<file path="config.mk">
export PLATFORM = sky130hd
export DESIGN_NAME = oc_ring_accum
export DESIGN_NICKNAME = d
export VERILOG_FILES = /design/src/rtl/oc_accum_pkg.sv /design/src/rtl/oc_lookahead_grp.sv /design/src/rtl/oc_input_latch.sv /design/src/rtl/oc_ring_lane.sv /design/src/rtl/oc_ring_accum.sv
export SDC_FILE = /design/constraint.sdc
export NUM_CORES = 1
export LEC_CHECK = 0
export ABC_AREA = 1
export ABC_CLOCK_PERIOD_IN_PS = 1500
export CORE_MARGIN = 2
export CORE_UTILIZATION = 31
export DETAILED_ROUTE_END_ITERATION = 16
export HOLD_SLACK_MARGIN = 0.06
export PLACE_DENSITY = 0.56
export SETUP_SLACK_MARGIN = 0.2
export SLEW_MARGIN = 30
export SYNTH_ARGS = -nofsm -noshare
export SYNTH_HDL_FRONTEND = slang
export SYNTH_SLANG_ARGS = --single-unit
</file>
<file path="constraint.sdc">
create_clock -name clk -period 1.5 [get_ports clk]
set_input_delay 0.3 -clock clk [delete_from_list [all_inputs] [get_ports clk]]
set_output_delay 0.3 -clock clk [all_outputs]
set_load 0.01 [all_outputs]
</file>
<file path="src/rtl/oc_accum_pkg.sv">
// Package: group layout of the ring adder, computed from the lane width.
// Assumes the lane width is a multiple of 8; each 8-bit slice is split 3,3,2.
package oc_accum_pkg;

    // Number of lookahead groups in one lane
    function automatic int grp_count(input int lane_w);
        return (lane_w / 8) * 3;
    endfunction

    // Lowest bit of group g within its lane
    function automatic int grp_lsb(input int g);
        return (g / 3) * 8 + (g % 3) * 3;
    endfunction

    // Width of group g (pattern 3,3,2 repeating)
    function automatic int grp_width(input int g);
        return ((g % 3) == 2) ? 2 : 3;
    endfunction

    // Idle edges after the last accept by which all carries have drained
    function automatic int drain_bound(input int lane_w);
        return grp_count(lane_w) + 2;
    endfunction

endpackage

</file>
<file path="src/rtl/oc_lookahead_grp.sv">
// Module: short full-lookahead adder group (combinational).
// Adds two W-bit slices plus a carry-in; W is small (2 or 3), so the carry
// terms flatten into one level of logic.
module oc_lookahead_grp #(
    parameter int W = 3
) (
    input  logic [W-1:0] a,
    input  logic [W-1:0] b,
    input  logic         cin,
    output logic [W-1:0] s,
    output logic         cout
);

    logic [W:0] c;

    // Generate/propagate carry terms, sum bits and group carry-out
    always_comb begin
        c[0] = cin;
        for (int i = 0; i < W; i++) begin
            c[i+1] = (a[i] & b[i]) | ((a[i] | b[i]) & c[i]);
        end
        s    = a ^ b ^ c[W-1:0];
        cout = c[W];
    end

endmodule

</file>
<file path="src/rtl/oc_input_latch.sv">
// Module: one-word input latch. Captures din when add_en is high, otherwise
// loads zero, so an idle cycle adds nothing. Clear/reset empty it.
module oc_input_latch #(
    parameter int W = 32
) (
    input  logic         clk,
    input  logic         rst_n,
    input  logic         clr,
    input  logic         add_en,
    input  logic [W-1:0] din,
    output logic [W-1:0] data_q,
    output logic         vld_q
);

    // Capture the word (or zero) and its valid flag; clear has priority
    always_ff @(posedge clk) begin
        if (!rst_n || clr) begin
            data_q <= '0;
            vld_q  <= 1'b0;
        end else begin
            data_q <= add_en ? din : '0;
            vld_q  <= add_en;
        end
    end

endmodule

</file>
<file path="src/rtl/oc_ring_lane.sv">
// Module: one ones-complement lane built as a ring of lookahead groups.
// Each group's carry-out is registered and feeds the next group's carry-in
// one clock later; the top group's carry wraps to the bottom group.
module oc_ring_lane
    import oc_accum_pkg::*;
#(
    parameter int LANE_W = 16,
    localparam int NGRP  = grp_count(LANE_W)
) (
    input  logic              clk,
    input  logic              rst_n,
    input  logic              clr,
    input  logic [LANE_W-1:0] addend,
    output logic [LANE_W-1:0] sum_q,
    output logic [NGRP-1:0]   cy_q
);

    logic [LANE_W-1:0] nxt_sum;
    logic [NGRP-1:0]   nxt_cy;

    for (genvar g = 0; g < NGRP; g++) begin : g_grp
        localparam int LSB  = grp_lsb(g);
        localparam int GW   = grp_width(g);
        localparam int PREV = (g + NGRP - 1) % NGRP;

        oc_lookahead_grp #(.W(GW)) u_grp (
            .a    (sum_q[LSB +: GW]),
            .b    (addend[LSB +: GW]),
            .cin  (cy_q[PREV]),
            .s    (nxt_sum[LSB +: GW]),
            .cout (nxt_cy[g])
        );
    end

    // Register lane sum and the ring of group carries
    always_ff @(posedge clk) begin
        if (!rst_n || clr) begin
            sum_q <= '0;
            cy_q  <= '0;
        end else begin
            sum_q <= nxt_sum;
            cy_q  <= nxt_cy;
        end
    end

endmodule

</file>
<file path="src/rtl/oc_ring_accum.sv">
// Module: top of the two-lane ring-carry ones-complement accumulator.
// Assumes DATA_W is a multiple of LANE_W; lanes are fully independent.
module oc_ring_accum
    import oc_accum_pkg::*;
#(
    parameter int DATA_W = 32,
    parameter int LANE_W = 16
) (
    input  logic              clk,
    input  logic              rst_n,
    input  logic              clr,
    input  logic              add_en,
    input  logic [DATA_W-1:0] din,
    output logic [DATA_W-1:0] sum_q,
    output logic              settled
);

    localparam int NLANE = DATA_W / LANE_W;
    localparam int NGRP  = grp_count(LANE_W);

    logic [DATA_W-1:0]     lat_data;
    logic                  lat_vld;
    logic [NLANE*NGRP-1:0] cy_all;

    oc_input_latch #(.W(DATA_W)) u_latch (
        .clk    (clk),
        .rst_n  (rst_n),
        .clr    (clr),
        .add_en (add_en),
        .din    (din),
        .data_q (lat_data),
        .vld_q  (lat_vld)
    );

    for (genvar l = 0; l < NLANE; l++) begin : g_lane
        oc_ring_lane #(.LANE_W(LANE_W)) u_lane (
            .clk    (clk),
            .rst_n  (rst_n),
            .clr    (clr),
            .addend (lat_data[l*LANE_W +: LANE_W]),
            .sum_q  (sum_q[l*LANE_W +: LANE_W]),
            .cy_q   (cy_all[l*NGRP +: NGRP])
        );
    end

    // Final once nothing is latched and no carry is in flight
    assign settled = ~lat_vld & ~(|cy_all);

endmodule

</file>
==> summary.md <==
| Metric | Value |
|---|---|
| Status | `finished with violations` |
| Top-count cell post-synth | `inv_1` |
| Post-Syn Nets | `374` |
| GR Util met2 | `19.8%` |
| Slew HR | `86.2%` |
| Clock sink total | `77` |
| ANT cells | `0` |
| Hold Violations, Final | `0` |
| VDD IR max | `0.000627 V` |
| Met1 GRT Util | `12.1%` |
| CTS buffer count | `9` |
| Mapped Area | `3010 um2` |
| FF-to-FF Start | `g_lane[1].u_lane.cy_q[0]` |
| Endpoints failing setup | `9` |
| Initial antenna violation count | `0` |
| Global route hottest layer | `met2` |
| Min Hold Slack | `0.469 ns` |
| Worst hold stages | `3` |
| Clk_skew | `0.00647 ns` |
| Post-route minimum period | `1.59 ns` |
| Startpoint Class | `register` |
| Routed wire length | `5210 um` |
| Top post-synthesis cells by area | `dfxtp_1 (51%), fa_1 (21%), inv_1 (12%), nor2_1 (9.6%), buf_6 (1.5%)` |
| YS warnings | `0` |
| Number of H-tree levels | `3` |
| Die area | `10500 um2` |
| CTS root buf | `clkbuf_8` |
| WS Path Type | `register to register` |
| Post-synth top flop | `dfxtp_1` |
| R2r endpoint | `g_lane[1].u_lane.sum_q[5]` |
| Lkg Pwr | `1.80 nW` |
| Crit end category | `register` |
| Max-cap violations | `0` |
| Worst R2R Path Depth | `5` |
| Die extent in y | `103 um` |
| Nets | `460` |
| Row cnt | `35` |
| Synth top area share | `51.2%` |
| Clock latency on the worst-skew pair | `0.34 ns` |
| WP data arrival | `1.83 ns` |
| Pwr Density | `995 nW/um2` |
| Reg2reg setup slack | `-0.09 ns` |
| Crit path to | `g_lane[1].u_lane.sum_q[5]` |
| Fmax | `630 MHz` |
| Max-slew violation count | `0` |
| Die X | `103 um` |
| Antenna-violating nets left | `0` |
| Met3 Track Usage GR | `4.00%` |
| Asr flop ratio synth | `0%` |
| Post-synthesis mux area share | `0%` |
| IO Port Bufs | `68` |
| Hold crit path type | `input port to register` |
| Post-synth EDFFs | `0` |
| Bufs on Longest Clock Path | `2` |
| Setup repair after global routing missed its margin | `true` |
| Top cells by count, synth | `inv_1 (100), dfxtp_1 (77), nor2_1 (77)` |
| Synth cell types | `12` |
| Synthesized flop and latch total | `77` |
| CTS Hold Bufs | `0` |
| DRT iter0 DRCs | `14` |
| DP Wirelength | `3790 um` |
| Cells after Synth | `306` |
| Remaining Overflow, GRT | `0` |
| Vias in the first global route | `2098` |
| Layout cells sized above 1 | `33.8%` |
| Layout area overhead | `42.1%` |
| Final TNS setup | `-0.555 ns` |
| Post-synthesis simple-gate area fraction | `12.1%` |
| Final Worst Setup Slack | `-0.0885 ns` |
| Crit path from | `g_lane[1].u_lane.cy_q[0]` |
| First-pass GRT wire length | `8920 um` |
| Yosys top cell by area | `dfxtp_1` |
| First-pass iteration count of the detailed router | `4` |
| Worst Tran Pin Value | `0.207 ns` |
| Boundary Pins | `69` |
| Placer Congestion | `0.686` |
| Adder-Cell Fraction of Synth Area | `21.3%` |
| Dpl cells | `508` |
| Syn_area_per_cell | `9.84 um2` |
| Finished Layout Cells | `525` |
| Violated checks | `negative setup slack` |
| Initial Util | `32.3%` |
| Wire length per cell | `9.92 um` |
| Complex-gate fraction of the synthesized area | `0%` |
| DRC | `0` |
| Combinational family with the most area after synthesis | `adder cells` |
| Fin crit share | `106%` |
| Seq/Total Area, Yosys | `51.2%` |
| Via count | `1979` |
| Vias per cell | `3.77` |
| Core area | `9330 um2` |
| TritonCTS clock tree | `built` |
| Xor and xnor area share after synthesis | `0%` |
| Maximum number of pins on one net before global-route repair | `45` |
| Critical Path Fanout Max | `2` |
| GRT Util Overall | `11.2%` |
| Clock-pin slew on the worst setup and hold paths | `0.08 ns` |
| Worst EP required | `1.74 ns` |
kinds of logic (layout without fill, tap and decap cells):
group,count (synthesis),after routing
buf+inv,108,198
fa+ha+maj,32,32
flops,77,77
simple gates,89,89
registers in the layout, summed over array words and instances, names as in the netlist:
name	flops
g_lane.u_lane.cy_q	12
g_lane.u_lane.sum_q	32
u_latch.data_q	32
u_latch.vld_q	1
what timing repair did:
action | 4_1_cts | 5_1_grt
setup endpoints to repair | 65 | 51
pin swaps | 25 | 24
buffers inserted | 1 | 1
hold endpoints to repair | 0 | 0
gates resized for setup | 93 | 30
metrics by stage:
stage | total power, mW | utilization (%) | worst slack, ns | cell area, um2
floorplan | 2.26 | - | -0.0440 | 3090
global placement | 2.41 | 42.6 | -0.107 | 3970
detailed placement | 2.41 | 42.6 | -0.0950 | 3970
CTS | 4.31 | 45.4 | -0.0861 | 4240
global route | 4.42 | 45.8 | -0.129 | 4280
finish | 4.26 | 45.8 | -0.0885 | 4280
final cells by class:
cell class	count	area (um2)
Fill cell	913	5050
Sequential cell	77	1590
Tap cell	129	161
Clock buffer	11	151
Inverter	101	379
Timing Repair Buffer	82	811
Clock inverter	4	95.1
Multi-Input combinational cell	121	1090
power by group:
part	switching (mW)	internal, mW
clock network	0.714	1.18
registers	0.0194	2.08
logic	0.109	0.148
how the worst min path moves through the flow:
| stage | startpoint | slack [ns] | end |
|---|---|---|---|
| after global placement | u_latch.data_q[10] | 0.56 | g_lane[0].u_lane.sum_q[10] |
| final | din[6] | 0.47 | u_latch.data_q[6] |
| after detailed placement | u_latch.data_q[26] | 0.57 | g_lane[1].u_lane.sum_q[10] |
| after global routing | din[6] | 0.45 | u_latch.data_q[6] |
| after floorplan | din[14] | 0.40 | u_latch.data_q[14] |
| after CTS | din[6] | 0.45 | u_latch.data_q[6] |
cells in the final DEF (no fill, tap or decap), drive strengths merged:
cell type / Yosys / final
clkdlybuf4s15: 0 / 15
nor2: 83 / 83
clkbuf: 3 / 12
inv: 101 / 101
clkdlybuf4s50: 0 / 35
clkinv: 0 / 1
nand3: 1 / 1
dfxtp: 77 / 77
buf: 4 / 20
bufinv: 0 / 3
fa: 32 / 32
dlygate4sd2: 0 / 11
nand2: 5 / 5
critical path: stages, from the launching register on:
cell and delay [ns]:
dfxtp_2 0.36, fa_2 0.20, inv_2 0.04, fa_2 0.33
fa_1 0.53, nor2_2 0.04
layer usage:
| layer | part of all wire (%) | routed length, um |
|---|---|---|
| met1 | 41 | 2130 |
| met2 | 51 | 2650 |
| met3 | 6.5 | 336 |
| met4 | 1.9 | 97 |
| met5 | 0 | 0 |
Power figures use the tool's default switching activity.
